`src/rtl/cp_mode_pkg.sv`:
```
package cp_mode_pkg;

    typedef enum logic [2:0] {
        ST_OFF,
        ST_ONE_X,
        ST_ONE_HALF_X,
        ST_TWO_X,
        ST_SHUTDOWN
    } pump_state_e;

    localparam logic [1:0] CODE_1X  = 2'b00;
    localparam logic [1:0] CODE_15X = 2'b01;
    localparam logic [1:0] CODE_2X  = 2'b10;

    function automatic pump_state_e next_ratio(input pump_state_e cur);
        pump_state_e nxt;
        unique case (cur)
            ST_ONE_X:      nxt = ST_ONE_HALF_X;
            ST_ONE_HALF_X: nxt = ST_TWO_X;
            ST_TWO_X:      nxt = ST_ONE_X;
            default:       nxt = cur;
        endcase
        return nxt;
    endfunction

endpackage

```
`src/rtl/cp_hdrm_qual.sv`:
```
module cp_hdrm_qual #(
    parameter int NUM_BANKS   = 3,
    parameter int CH_PER_BANK = 2,
    localparam int NUM_CH     = NUM_BANKS * CH_PER_BANK
) (
    input  logic [NUM_BANKS-1:0] bank_on,
    input  logic [NUM_CH-1:0]    hdrm_low,
    input  logic [NUM_CH-1:0]    short_det,
    output logic                 any_low
);

    logic [NUM_CH-1:0] watched;

    // Channel ch is watched when its bank is on and no short is flagged on it.
    for (genvar ch = 0; ch < NUM_CH; ch++) begin : g_ch
        assign watched[ch] = bank_on[ch / CH_PER_BANK] & ~short_det[ch];
    end

    assign any_low = |(hdrm_low & watched);

endmodule

```
`src/rtl/cp_persist_filter.sv`:
```
module cp_persist_filter #(
    parameter int FILTER_CYCLES = 800,
    localparam int CW = $clog2(FILTER_CYCLES + 1)
) (
    input  logic clk,
    input  logic rst_n,
    input  logic run,
    input  logic any_low,
    input  logic restart,
    output logic step
);

    logic [CW-1:0] cnt;
    logic          clr;

    assign step = run & any_low & (cnt == CW'(FILTER_CYCLES - 1));
    assign clr  = ~run | ~any_low | restart | step;

    always_ff @(posedge clk or negedge rst_n) begin
        if (!rst_n) begin
            cnt <= '0;
        end else if (clr) begin
            cnt <= '0;
        end else begin
            cnt <= cnt + 1'b1;
        end
    end


    cnt_bound_chk: assert property (@(posedge clk) disable iff (!rst_n)
        cnt < CW'(FILTER_CYCLES));


    cnt_clear_chk: assert property (@(posedge clk) disable iff (!rst_n)
        (!any_low || step) |=> cnt == '0);

endmodule

```
`src/rtl/cp_mode_fsm.sv`:
```
module cp_mode_fsm
    import cp_mode_pkg::*;
(
    input  logic       clk,
    input  logic       rst_n,
    input  logic       enable,
    input  logic       fault,
    input  logic       restart,
    input  logic       step,
    output logic       run,
    output logic [1:0] pump_mode,
    output logic       shutdown
);

    pump_state_e cur, nxt;

    // State register.
    always_ff @(posedge clk or negedge rst_n) begin
        if (!rst_n) cur <= ST_OFF;
        else        cur <= nxt;
    end

    // Transitions, in priority order: disable, fault, hold, wake, restart, step.
    always_comb begin
        nxt = cur;
        if (!enable) begin
            nxt = ST_OFF;
        end else if (fault) begin
            nxt = ST_SHUTDOWN;
        end else begin
            unique case (cur)
                ST_OFF:      nxt = ST_ONE_X;
                ST_SHUTDOWN: nxt = ST_SHUTDOWN;
                ST_ONE_X, ST_ONE_HALF_X, ST_TWO_X: begin
                    if (restart)   nxt = ST_ONE_X;
                    else if (step) nxt = next_ratio(cur);
                end
                default:     nxt = ST_OFF;
            endcase
        end
    end

    // Outputs.
    always_comb begin
        run       = 1'b0;
        shutdown  = 1'b0;
        pump_mode = CODE_1X;
        unique case (cur)
            ST_OFF:        ;
            ST_ONE_X:      run = 1'b1;
            ST_ONE_HALF_X: begin run = 1'b1; pump_mode = CODE_15X; end
            ST_TWO_X:      begin run = 1'b1; pump_mode = CODE_2X;  end
            ST_SHUTDOWN:   shutdown = 1'b1;
            default:       ;
        endcase
    end


    disabled_idle_chk: assert property (@(posedge clk) disable iff (!rst_n)
        !enable |=> (pump_mode == CODE_1X) && !shutdown);


    code_legal_chk: assert property (@(posedge clk) disable iff (!rst_n)
        pump_mode != 2'b11);


    step_order_chk: assert property (@(posedge clk) disable iff (!rst_n)
        (enable && !fault && !restart && step && cur == ST_TWO_X) |=> cur == ST_ONE_X);


    restart_one_x_chk: assert property (@(posedge clk) disable iff (!rst_n)
        (enable && !fault && restart && run) |=> pump_mode == CODE_1X && run);


    fault_shut_chk: assert property (@(posedge clk) disable iff (!rst_n)
        (enable && fault) |=> shutdown && pump_mode == CODE_1X);


    shut_sticky_chk: assert property (@(posedge clk) disable iff (!rst_n)
        (shutdown && enable) |=> shutdown);

endmodule

```
`src/rtl/cp_mode_ctrl.sv`:
```
module cp_mode_ctrl #(
    parameter int NUM_BANKS     = 3,
    parameter int CH_PER_BANK   = 2,
    parameter int FILTER_CYCLES = 800,
    localparam int NUM_CH       = NUM_BANKS * CH_PER_BANK
) (
    input  logic                 clk,
    input  logic                 rst_n,
    input  logic                 enable,
    input  logic [NUM_BANKS-1:0] bank_on,
    input  logic [NUM_CH-1:0]    hdrm_low,
    input  logic [NUM_CH-1:0]    short_det,
    input  logic                 restart,
    input  logic                 uv_fault,
    input  logic                 ot_fault,
    output logic [1:0]           pump_mode,
    output logic                 shutdown
);

    logic any_low, run, step;

    cp_hdrm_qual #(
        .NUM_BANKS  (NUM_BANKS),
        .CH_PER_BANK(CH_PER_BANK)
    ) u_qual (
        .bank_on  (bank_on),
        .hdrm_low (hdrm_low),
        .short_det(short_det),
        .any_low  (any_low)
    );

    cp_persist_filter #(
        .FILTER_CYCLES(FILTER_CYCLES)
    ) u_filter (
        .clk    (clk),
        .rst_n  (rst_n),
        .run    (run),
        .any_low(any_low),
        .restart(restart),
        .step   (step)
    );

    cp_mode_fsm u_fsm (
        .clk      (clk),
        .rst_n    (rst_n),
        .enable   (enable),
        .fault    (uv_fault | ot_fault),
        .restart  (restart),
        .step     (step),
        .run      (run),
        .pump_mode(pump_mode),
        .shutdown (shutdown)
    );

endmodule

```
`config.mk`:
```
export PLATFORM = sky130hd
export DESIGN_NAME = cp_mode_ctrl
export DESIGN_NICKNAME = d
export VERILOG_FILES = /design/src/rtl/cp_mode_pkg.sv /design/src/rtl/cp_hdrm_qual.sv /design/src/rtl/cp_persist_filter.sv /design/src/rtl/cp_mode_fsm.sv /design/src/rtl/cp_mode_ctrl.sv
export SDC_FILE = /design/constraint.sdc
export NUM_CORES = 1
export LEC_CHECK = 0
export BUFFER_PORTS_ARGS = -buffer_cell sky130_fd_sc_hd__buf_2
export CAP_MARGIN = 20
export CORE_MARGIN = 4
export CORE_UTILIZATION = 44
export DETAILED_ROUTE_END_ITERATION = 10
export GPL_ROUTABILITY_DRIVEN = 0
export PLACE_DENSITY = 0.73
export SKIP_LAST_GASP = 1
export SLEW_MARGIN = 20
export SYNTH_ARGS = -nofsm -noshare
export SYNTH_HDL_FRONTEND = slang
export SYNTH_SLANG_ARGS = --single-unit
```
`constraint.sdc`:
```
create_clock -name clk -period 1.7 [get_ports clk]
set_input_delay 0.17 -clock clk [delete_from_list [all_inputs] [get_ports clk]]
set_output_delay 0.17 -clock clk [all_outputs]
set_load 0.02 [all_outputs]
```
After elaboration in Yosys (flattened, before gate mapping). Cells that the tools add are included.

Bits in registers: 13. Bits in latches: 0. Bits in writable memories: 0. Memory bits (read-only): 0. Input port bits: 21. Output and inout port bits: 3. Word-level logic and storage cells: 45. Memories: 0.

Add/subtract/negate cells: 1. $mul: 0. Div/mod/pow operators: 0. $lt $le $gt $ge: 0. Eq/ne operators: 7. Shift operators: 0. Muxes and demuxes: 10. Bitwise operators: 21. Reduce and logical (&&, ||, !) cells: 4.

Operator list (number): case mux 3 bit (3 select lines) (2); two-way mux 3 bit (4); adder 10 x 1 -> 10 bit (second input constant) (1); == test 10 bit (second input constant) (1); two-way mux 10 bit (1); bitwise AND 1 bit (8); inverter 1 bit (8); inequality test 7 x 2 -> 1 bit (second input constant) (1); bitwise AND 6 bit (1); == test 3 x 2 -> 1 bit (second input constant) (2); OR reduction 6 bit (1); inequality test 5 x 2 -> 1 bit (second input constant) (1); OR 1 bit (4); case mux 2 bit (2 select lines) (1); == test 3 x 1 -> 1 bit (second input constant) (1); == test 3 bit (second input constant) (1); zero test 3 bit (1); OR reduction 3 bit (1); two-way mux 1 bit (2); AND reduction 2 bit (1).

Depth between registers and ports, before layout. Gate-level depths: netlist of the first run.

Depth after elaboration: 11. Depth in mapped cells: 7. Mapped depth without buffers: 6.

By module. Synthesis of the first run repeated with hierarchy kept, for this count alone.

Cell total of the unflattened synthesis: 78. Area, all modules: 752.0 µm².

By module, submodules not included: cp_persist_filter (times used 1, cells an instance 51, area an instance 510.5 µm², seq. area each 250.2 µm²); cp_mode_fsm (times used 1, cells an instance 16, area an instance 177.7 µm², seq. area each 75.1 µm²); cp_hdrm_qual (times used 1, cells an instance 10, area an instance 57.6 µm², seq. area each 0.0 µm²); cp_mode_ctrl (times used 1, cells an instance 1, area an instance 6.3 µm², seq. area each 0.0 µm²).

Worst setup path after synthesis of the first run. No wires, ideal clock.

Path kind: register to register. From: reg u_filter.cnt[0]. To: reg u_filter.cnt[5]. Library setup time: 69 ps. Arrival time: 1589 ps. Required time: 1631 ps. Slack: 42 ps. Cell stages (with the launch flop): 8. Path buffers: 1. Clock period less this slack: 1658 ps. Cell sequence: dfrtp_1 ha_1 nand3_1 nor2_2 and3_2 or3_1 buf_6 nor2_2.

Cells in the longest elaborated chain, start to end: 4. Elaborated cells on any way between the ends: 5. Classes of those cells: 1 x add/sub; 1 x eq/ne; 1 x mux; 2 x bitwise.

Ends and longest elaborated chain: start, declared (line cp_persist_filter.sv:13) `logic [CW-1:0] cnt;`; start signal, assigned (line cp_persist_filter.sv:25) `cnt <= cnt + 1'b1;`; branches (longest 3 deep; another with adder 10 x 1 -> 10 bit); two-way mux 10 bit (*) (line cp_persist_filter.sv:22) `end else if (clr) begin`.

Mark *: on every way between the ends. A chain may end at the register's enable or synchronous reset.

Worst setup path after layout of the first run.
From: reg u_filter.cnt[1]. To: reg u_filter.cnt[7].

The elaborated chain is that of the path after synthesis.

==> qor.csv, run 1 <==
metric;value;unit
drc;0;
postPlaceCellArea;943;µm²
status;finished clean;
finalWirelength;1570;µm
synth.net_count;99;
num_vias;670;
first_global_vias;697;
finalCriticalPeriod;1.60;ns
cp-end-kind;flip-flop;
grt_first_pass_wirelength;2820;µm
critPathKind;reg2reg;
switchingPower;0.127;mW
antenna_found_initial;0;
wl_per_cell;12.4;µm
place_ws;0.0257;ns
clk-insertion-delay-late;0.27;ns
overflow;0;
layout_setup_ws;0.0953;ns
p_leak;0.420;nW
tightest_slew;0.380;ns
syn2layout_area_growth;30.7;%
total_power;0.562;mW
synth_cells;77;
rsz0062_at_grt;yes;
final_cell_mix;23 x buf_2, 13 x dfrtp_1, 10 x nor2_2;
final_common_cell;buf_2;
ios;24;
power.internal;0.435;mW
finalCritPeriodShare;94.4;%
htree_levels;1;
die-width;49.8;µm
comb_power_share;10.8;%
ys_seq_area_share;42.4;%
max_slew_margin;74.5;%
swShare;22.7;%
dr.pass1.iters;4;
timing.hold.ws;0.114;ns
slowest_stage;dfrtp_1;
antenna_cells;0;
grt_max_degree;14;
finalSetupViolCount;0;
cts_root_buffer;clkbuf_4;
peakVddDrop;0.587;mV
p_clk_share;33.1;%
initial_utilization;48.7;%
yosysUniqueCellTypes;31;
post-route-util;63.6;%
clock-sinks;13;
drtIter0Drc;4;
fp.dieArea;2480;µm²
grt_use_total;14.5;%
fin_area;1000;µm²
max_freq;623;MHz
hold_viol_final;0;
core_region_area;1580;µm²
clk_path_buf_depth;2;
yosys_warnings;0;
path_max_fanout;8;
cpMostUsedCell;nor2_2;
syn_avg_cell_area;9.96;µm²
cp_cell_sequence;ha_2 -> nand3_2 -> nor2_2 -> and3_2 -> or3_4 -> buf_6 -> nor2_2;
max_cap_viol_count;0;
crit_path_max_incr_delay;0.39;ns
nNetsFinal;134;
rows;14;
final_max_slew_viol_count;0;
worst_clock_skew;0.00469;ns
dp_hpwl;1250;µm
cp.required;1.91;ns
clkTransAtPathRegs;0.08;ns
synth_seq_cells;13;
power_density;561;nW/µm²
startpoint_type;flip-flop;
cts_tree;done;
numCtsBuffers;3;
port-buffer-count;23;
viasPerCell;5.28;
cp_data_arrival_time;1.81;ns
min_path_type;in2reg;
syn_area;767;µm²
power_frac_seq;56.0;%
postRouteAntennaNets;0;
die_y;49.8;µm
drive_gt1_share;48.6;%
[final cells by class]
type	count	area, µm²
Fill cell	145	574
Multi-Input combinational cell	59	434
Sequential cell	13	325
Timing Repair Buffer	31	181
Clock buffer	4	26.3
Tap cell	16	20.0
Inverter	4	15.0
[per-stage QoR]
stage,setup TNS [ns],cells
4_1_cts,0,127
3_3_place_gp,0,122
3_5_place_dp,0,122
5_1_grt,-0.0748,127
2_1_floorplan,0,77
6_report,0,127
[cells in the mapped netlist]
cell / instances / area share (%)
nand2_1: 2 / 0.98
o21ai_2: 1 / 1.1
nor2_2: 10 / 8.2
buf_6: 1 / 1.5
nor2b_1: 4 / 3.3
xor2_1: 4 / 4.6
a2111oi_0: 1 / 1.1
o31ai_1: 1 / 0.98
nor4b_2: 1 / 2.0
o21a_1: 1 / 0.98
dfrtp_1: 13 / 42
or2_2: 1 / 0.82
or3_1: 1 / 0.82
nand2b_1: 1 / 0.82
xnor2_1: 4 / 4.6
a311oi_1: 1 / 1.1
nand3_1: 4 / 2.6
a2111oi_1: 2 / 2.6
and2_1: 1 / 0.82
and3_2: 1 / 0.98
nor2_4: 1 / 1.5
and3_1: 1 / 0.82
nor2_1: 4 / 2.0
ha_1: 1 / 1.6
a311o_1: 1 / 1.3
nand4_1: 3 / 2.4
nor2b_2: 1 / 1.1
nor3_1: 3 / 2.0
inv_1: 4 / 2.0
o21ai_1: 2 / 1.3
nor2b_4: 1 / 1.8
[path summary, 6_finish.rpt]
check | slack (ns) | cells after the start | to | startpoint
hold reg to reg | 0.54 | 2 | u_filter.cnt[0] | u_filter.cnt[0]
setup reg to reg | 0.1 | 7 | u_filter.cnt[7] | u_filter.cnt[1]
max in group asynchronous | 1.18 | 2 | u_filter.cnt[1] | rst_n
setup / recovery | 0.1 | 7 | u_filter.cnt[7] | u_filter.cnt[1]
hold / removal | 0.11 | 2 | u_fsm.cur[1] | restart
min in group asynchronous | 0.29 | 2 | u_fsm.cur[1] | rst_n
[cell families (layout without fill, tap and decap cells)]
group,count (synthesis),count (layout),synth area share [%]
simple gates,40,40,32.8
flops,13,13,42.4
compound gates,10,10,10.6
xor+xnor,8,8,9.13
buf+inv,5,39,3.43
fa+ha+maj,1,1,1.63
[power groups by stage]
stage	Sequential, mW	Clock (mW)	Combinational [mW]
finish	0.315	0.186	0.0608
global route	0.316	0.211	0.0684
CTS	0.315	0.197	0.0603
detailed placement	0.321	0	0.0584
global placement	0.321	0	0.0571
floorplan	0.320	0	0.0238
[critical path, delay by kind of cell, from the launching register on]
| family | cells | cell delay, ns |
|---|---|---|
| AND/OR/NAND/NOR | 5 | 0.81 |
| flip-flops | 1 | 0.39 |
| adder cells (fa/ha/maj) | 1 | 0.19 |
| buffers and inverters | 1 | 0.16 |
[state kept, by name, summed over array words and instances, names as in the netlist]
| name | count |
|---|---|
| u_filter.cnt | 10 |
| u_fsm.cur | 3 |
[layer usage]
layer  share of wire, %  global-route usage, %  wire length (µm)  vias up
met3                5.7                   4.52                89        2
met1                 42                   17.3               660      305
met5                  0                      0                 0        -
li1                   -                      -                 -      341
met4               0.64                   3.23                10        0
met2                 52                   25.3               812       22
[repair_timing]
action	CTS	global route
endpoints found under the setup margin	0	12
resized for setup	0	6
endpoints found under the hold margin	13	0
hold buffers	1	0
setup buffers	0	0
(Power assumes the default switching activity.)
==> run 2, diff against run 1 <==
CORE_UTILIZATION = 43   (was 44)
PLACE_DENSITY = 0.74   (was 0.73)
SYNTH_HIERARCHICAL = 1   (was unset)
==> qor.csv, run 2 <==
metric;value;unit;change
num_vias;699;;was 670
power.internal;0.434;mW;was 0.435 mW
r2r-end;u_filter/cnt[8];;was u_filter.cnt[7]
nNetsFinal;135;;was 134
fin_cells;128;;was 127
critPathKind;reg2reg;;unchanged
die-width;49.8;µm;about the same
syn_area;752;µm²;was 767 µm²
crit_path_max_incr_delay;0.39;ns;about the same
dp.cells;123;;was 122
wl_per_cell;12.6;µm;was 12.4 µm
clkTransAtPathRegs;0.08;ns;about the same
total_power;0.558;mW;was 0.562 mW
initial_utilization;47.7;%;was 48.7%
synth.net_count;100;;was 99
crit_family;simple AND/OR/NAND/NOR gates;;unchanged
htree_levels;1;;unchanged
yosysUniqueCellTypes;33;;was 31
antenna_cells;0;;unchanged
ys_async_sr_fraction;100;%;unchanged
place_ws;0.0815;ns;was 0.0257 ns
synthTopCellsByCount;13 x dfrtp_1, 6 x nor2_1, 6 x nor2b_1;;was 13 x dfrtp_1, 10 x nor2_2
port-buffer-count;23;;unchanged
hold_viol_final;0;;unchanged
min_path_type;in2reg;;unchanged
syn_avg_cell_area;9.64;µm²;was 9.96 µm²
max_slew_margin;80.2;%;was 74.5%
rr_startpoint;u_filter/cnt[0];;was u_filter.cnt[1]
path_max_fanout;4;;was 8
worstHoldEndpoint;u_fsm/cur[2];;was u_fsm.cur[1]
cp_cell_sequence;ha_1 -> nand4_1 -> buf_4 -> or3_1 -> a21oi_1;;was ha_2 -> nand3_2 -> nor2_2 -> and3_2 -> or3_4 -> buf_6 -> nor2_2
tightest_slew;0.297;ns;was 0.380 ns
die_y;49.8;µm;about the same
crit_buf_inv;1;;unchanged
switchingPower;0.125;mW;was 0.127 mW
max_cap_viol_count;0;;unchanged
p_leak;0.420;nW;about the same
finalSetupTns;0;ns;unchanged
cts-resized-gates;0;;unchanged
rr_worst_depth;5;;was 7
synth_ff_type;dfrtp_1;;unchanged
grt_first_pass_wirelength;2800;µm;was 2820 µm
syn2layout_area_growth;29.6;%;was 30.7%
finalWirelength;1620;µm;was 1570 µm
fillers;139;;was 145
yosysTopAreaCell;dfrtp_1;;unchanged
final_max_slew_viol_count;0;;unchanged
timing.hold.ws;0.117;ns;was 0.114 ns
startpoint_type;flip-flop;;unchanged
fp.dieArea;2480;µm²;about the same
dr.pass1.iters;4;;unchanged
overflow;0;;unchanged
core_region_area;1580;µm²;unchanged
finalCriticalPeriod;1.60;ns;about the same
drive_gt1_share;33.9;%;was 48.6%
finalCritPeriodShare;94.1;%;was 94.4%
worst-r2r-setup-slack;0.1;ns;about the same
peakVddDrop;0.369;mV;was 0.587 mV
synth.most_common_cell;dfrtp_1;;unchanged
dp_hpwl;1310;µm;was 1250 µm
grt_max_degree;14;;unchanged
cp.required;1.90;ns;was 1.91 ns
cts_root_buffer;clkbuf_4;;unchanged
numCtsBuffers;3;;unchanged
synth_seq_cells;13;;unchanged
holdCritStartpoint;enable;;was restart
antenna_found_initial;0;;unchanged
largest_reg_flops;10;;unchanged
rows;14;;unchanged
status;finished clean;;unchanged
cp_data_arrival_time;1.80;ns;was 1.81 ns
clock-sinks;13;;unchanged
cts_tree;done;;unchanged
synth_cells;78;;was 77
power_density;573;nW/µm²;was 561 nW/µm²
grt_use_total;14.4;%;was 14.5%
slowest_stage;dfrtp_1;;unchanged
regMostFlops;u_filter/cnt;;was u_filter.cnt
rsz0062_at_grt;yes;;unchanged
hold_depth;2;;unchanged
ys_seq_area_share;43.3;%;was 42.4%
synth-edff-count;0;;unchanged
yosys_warnings;6;;was 0
clk-insertion-delay-late;0.27;ns;about the same
power_frac_seq;56.2;%;was 56.0%
viasPerCell;5.46;;was 5.28
drc;0;;unchanged
cp-end-kind;flip-flop;;unchanged
clk_path_buf_depth;2;;unchanged
synth.top_cell.area_share;43.3;%;was 42.4%
drtIter0Drc;9;;was 4
final_cell_mix;23 x buf_2, 13 x dfrtp_1, 6 x nor2_1, 6 x buf_4, 6 x nor2b_1;;was 23 x buf_2, 13 x dfrtp_1, 10 x nor2_2
largest_registers;u_filter/cnt x10, u_fsm/cur x3;;was u_filter.cnt x10, u_fsm.cur x3
first_global_vias;695;;was 697
comb_power_share;10.2;%;was 10.8%
max_freq;625;MHz;was 623 MHz
swShare;22.3;%;was 22.7%
worst_clock_skew;0.00177;ns;was 0.00469 ns
final_common_cell;buf_2;;unchanged
postRouteAntennaNets;0;;unchanged
synthTopCellsByArea;dfrtp_1 43%, nor2b_1 5.0%, o311ai_4 3.5%;;was dfrtp_1 42%, nor2_2 8.2%, xnor2_1 4.6%
ios;24;;unchanged
finalSetupViolCount;0;;unchanged
layout_setup_ws;0.0997;ns;was 0.0953 ns
p_clk_share;33.6;%;was 33.1%
run 2: changes by cell type in the layout (fill, tap and decap cells not counted), moves of 3 or more:
cell,previous run,this run
a21oi_1,0,5
nor2_2,10,0
o21ai_0,0,3
or3_1,0,3
xnor2_1,4,1
run 2: worst max path at each step:
| stage | end | slack, ns | cells past startpoint | start |
|---|---|---|---|---|
| 6_report | u_filter/cnt[8] | 0.1 | 5 | u_filter/cnt[0] |
| 5_1_grt | u_fsm/cur[1] | -0.05 | 6 | u_filter/cnt[0] |
| 4_1_cts | u_fsm/cur[1] | 0.07 | 6 | u_filter/cnt[0] |
| 3_5_place_dp | u_fsm/cur[1] | 0.08 | 5 | u_filter/cnt[7] |
| 3_3_place_gp | u_fsm/cur[1] | 0.10 | 5 | u_filter/cnt[7] |
| 2_1_floorplan | u_fsm/cur[0] | 0.11 | 4 | u_filter/cnt[6] |
run 2: layer usage:
layer	global-route usage, %	wire (µm)	vias to the layer above
met5	0	0	-
met4	2.76	0	0
li1	-	-	355
met1	15.9	701	329
met2	26.2	848	15
met3	5.42	69	0
run 2: stage by stage:
step	utilization, %	instance area (µm²)
finish	61.8	975
global placement	59.5	938
global route	61.8	975
CTS	61.8	975
floorplan	-	758
detailed placement	59.5	938
run 2: kinds of logic (layout without fill, tap and decap cells):
family / after synthesis / count (layout) / share of synthesized area (%)
and+or+nand+nor: 41 / 41 / 33.9
AOI/OAI and AO/OA: 17 / 17 / 16.1
DFF: 13 / 13 / 43.3
xor gates and xnor gates: 3 / 3 / 3.49
buffers and inverters: 3 / 37 / 1.50
adders and majority gates: 1 / 1 / 1.66
run 2: final cells by class:
| type | instances | area, µm² | area share, % |
|---|---|---|---|
| clock buffers | 4 | 26.3 | 2.70 |
| inverters | 3 | 11.3 | 1.16 |
| multi-input cells | 62 | 422 | 43.3 |
| flip-flops and latches | 13 | 325 | 33.4 |
| well taps | 16 | 20.0 | 2.05 |
| repair buffers | 30 | 170 | 17.5 |
run 2: what timing repair did:
| action | 4_1_cts | 5_1_grt |
|---|---|---|
| hold endpoints to repair | 13 | 0 |
| hold buffers | 1 | 0 |
| endpoints found under the setup margin | 0 | 1 |
| buffers inserted | 0 | 0 |
run 2: power groups by stage:
stage / combinational, mW / sequential [mW] / clock, mW
CTS: 0.0583 / 0.314 / 0.201
floorplan: 0.0214 / 0.320 / 0
finish: 0.0571 / 0.314 / 0.187
detailed placement: 0.0565 / 0.320 / 0
global route: 0.0649 / 0.314 / 0.223
global placement: 0.0549 / 0.320 / 0
==> run 3, diff against run 2 <==
CORE_UTILIZATION = 44   (was 43)
PLACE_DENSITY = 0.75   (was 0.74)
SYNTH_HIERARCHICAL = unset   (was 1)
==> qor.csv, run 3 (synthesis gave the netlist of run 1 again) <==
metric;value;unit;change
largest_reg_flops;10;;unchanged
max_slew_margin;75.2;%;was 80.2%
first_global_vias;642;;was 695
drive_gt1_share;50.0;%;was 33.9%
rows;14;;unchanged
grt_max_degree;14;;unchanged
worst_clock_skew;0.00446;ns;was 0.00177 ns
htree_levels;1;;unchanged
post-route-util;65.4;%;was 61.8%
dp_hpwl;1240;µm;was 1310 µm
drtIter0Drc;7;;was 9
min_path_type;in2reg;;unchanged
finalSetupViolCount;0;;unchanged
layout_setup_ws;0.0745;ns;was 0.0997 ns
final_common_cell;buf_2;;unchanged
critPathKind;reg2reg;;unchanged
largest_registers;u_filter.cnt x10, u_fsm.cur x3;;was u_filter/cnt x10, u_fsm/cur x3
final_cell_mix;23 x buf_2, 13 x dfrtp_1, 9 x nor2_2;;was 23 x buf_2, 13 x dfrtp_1, 6 x nor2_1, 6 x buf_4, 6 x nor2b_1
nNetsFinal;135;;unchanged
clock-sinks;13;;unchanged
p_leak;0.425;nW;was 0.420 nW
timing.hold.ws;0.117;ns;about the same
num_vias;689;;was 699
finalCritPeriodShare;95.6;%;was 94.1%
tightest_slew;0.369;ns;was 0.297 ns
initial_utilization;48.7;%;was 47.7%
cp.required;1.91;ns;was 1.90 ns
numCtsBuffers;3;;unchanged
peakVddDrop;0.512;mV;was 0.369 mV
dp.cells;122;;was 123
postRouteAntennaNets;0;;unchanged
core_region_area;1580;µm²;unchanged
cp_cell_sequence;ha_2 -> nand3_4 -> nor2_4 -> and3_4 -> or3_1 -> buf_6 -> nor2_2;;was ha_1 -> nand4_1 -> buf_4 -> or3_1 -> a21oi_1
die_y;49.8;µm;about the same
dr.pass1.iters;4;;unchanged
viasPerCell;5.38;;was 5.46
postPlaceCellArea;943;µm²;was 938 µm²
final_max_slew_viol_count;0;;unchanged
cp_data_arrival_time;1.83;ns;was 1.80 ns
grt_use_total;14.9;%;was 14.4%
fp.dieArea;2480;µm²;about the same
antenna_found_initial;0;;unchanged
finalWirelength;1650;µm;was 1620 µm
finalCriticalPeriod;1.63;ns;was 1.60 ns
regMostFlops;u_filter.cnt;;was u_filter/cnt
wl_per_cell;12.9;µm;was 12.6 µm
crit_path_max_incr_delay;0.40;ns;was 0.39 ns
syn2layout_area_growth;34.4;%;was 29.6%
cp-end-kind;flip-flop;;unchanged
ios;24;;unchanged
clk_path_buf_depth;2;;unchanged
max_freq;615;MHz;was 625 MHz
overflow;0;;unchanged
finalSetupTns;0;ns;unchanged
die-width;49.8;µm;about the same
hold_viol_final;0;;unchanged
fin_area;1030;µm²;was 975 µm²
antenna_cells;0;;unchanged
drc;0;;unchanged
startpoint_type;flip-flop;;unchanged
slowest_stage;dfrtp_1;;unchanged
status;finished clean;;unchanged
place_ws;0.0153;ns;was 0.0815 ns
grt_first_pass_wirelength;2750;µm;was 2800 µm
fin_cells;128;;unchanged
power_density;546;nW/µm²;was 573 nW/µm²
clkTransAtPathRegs;0.07;ns;was 0.08 ns
rsz0062_at_grt;yes;;unchanged
port-buffer-count;23;;unchanged
total_power;0.563;mW;was 0.558 mW
clk-insertion-delay-late;0.27;ns;about the same
max_cap_viol_count;0;;unchanged
cts_tree;done;;unchanged
path_max_fanout;10;;was 4
cts_root_buffer;clkbuf_4;;unchanged
-- run 3: changes by cell type in the layout (fill, tap and decap cells not counted), moves of 3 or more --
cell | previous run | this run
a2111oi_2 | 0 | 3
a21oi_1 | 5 | 0
o21ai_0 | 3 | 0
nor2_2 | 0 | 9
xnor2_1 | 1 | 4
-- run 3: area by class of cell --
type / count / area [µm²]
fill: 125 / 546
multi-input combinational: 59 / 455
sequential: 13 / 325
timing repair buffer: 32 / 189
clock buffer: 4 / 26.3
tap: 16 / 20.0
inverter: 4 / 15.0
-- run 3: worst max-delay path: cells and delay by family (launching register included) --
kind | cells | cell delay [ns]
and+or+nand+nor | 5 | 0.79
buffers and inverters | 1 | 0.17
adders and majority gates | 1 | 0.21
DFF | 1 | 0.40
-- run 3: worst paths after layout --
path | startpoint | end | slack (ns) | depth (start not counted)
worst max-delay path | u_filter.cnt[1] | u_filter.cnt[4] | 0.07 | 7
worst min-delay path | enable | u_fsm.cur[2] | 0.12 | 2
worst max register to register | u_filter.cnt[1] | u_filter.cnt[4] | 0.07 | 7
worst min register to register | u_filter.cnt[0] | u_filter.cnt[0] | 0.55 | 2
max in group asynchronous | rst_n | u_filter.cnt[3] | 1.17 | 2
min in group asynchronous | rst_n | u_filter.cnt[6] | 0.30 | 2
-- run 3: report_power, final --
group          total, mW  internal (mW)  leakage (nW)  switching [mW]
combinational     0.0609         0.0319         0.230          0.0290
sequential         0.316          0.311         0.179         0.00411
clock              0.186         0.0909        0.0150          0.0953
total              0.563          0.434         0.425           0.128
-- run 3: repair_timing --
action                                  4_1_cts  5_1_grt
endpoints found under the setup margin       10       12
endpoints found under the hold margin        13        0
buffers inserted                              0        1
hold buffers                                  1        0
resized for setup                             3        7
pin swaps                                     0        4
-- run 3: per-layer routing --
metal	routed length, µm	up-vias	GRT usage, %
met4	23	0	5.53
met1	682	324	17.6
met5	0	-	0
met3	73	4	5.42
met2	871	20	24.4
li1	-	341	-
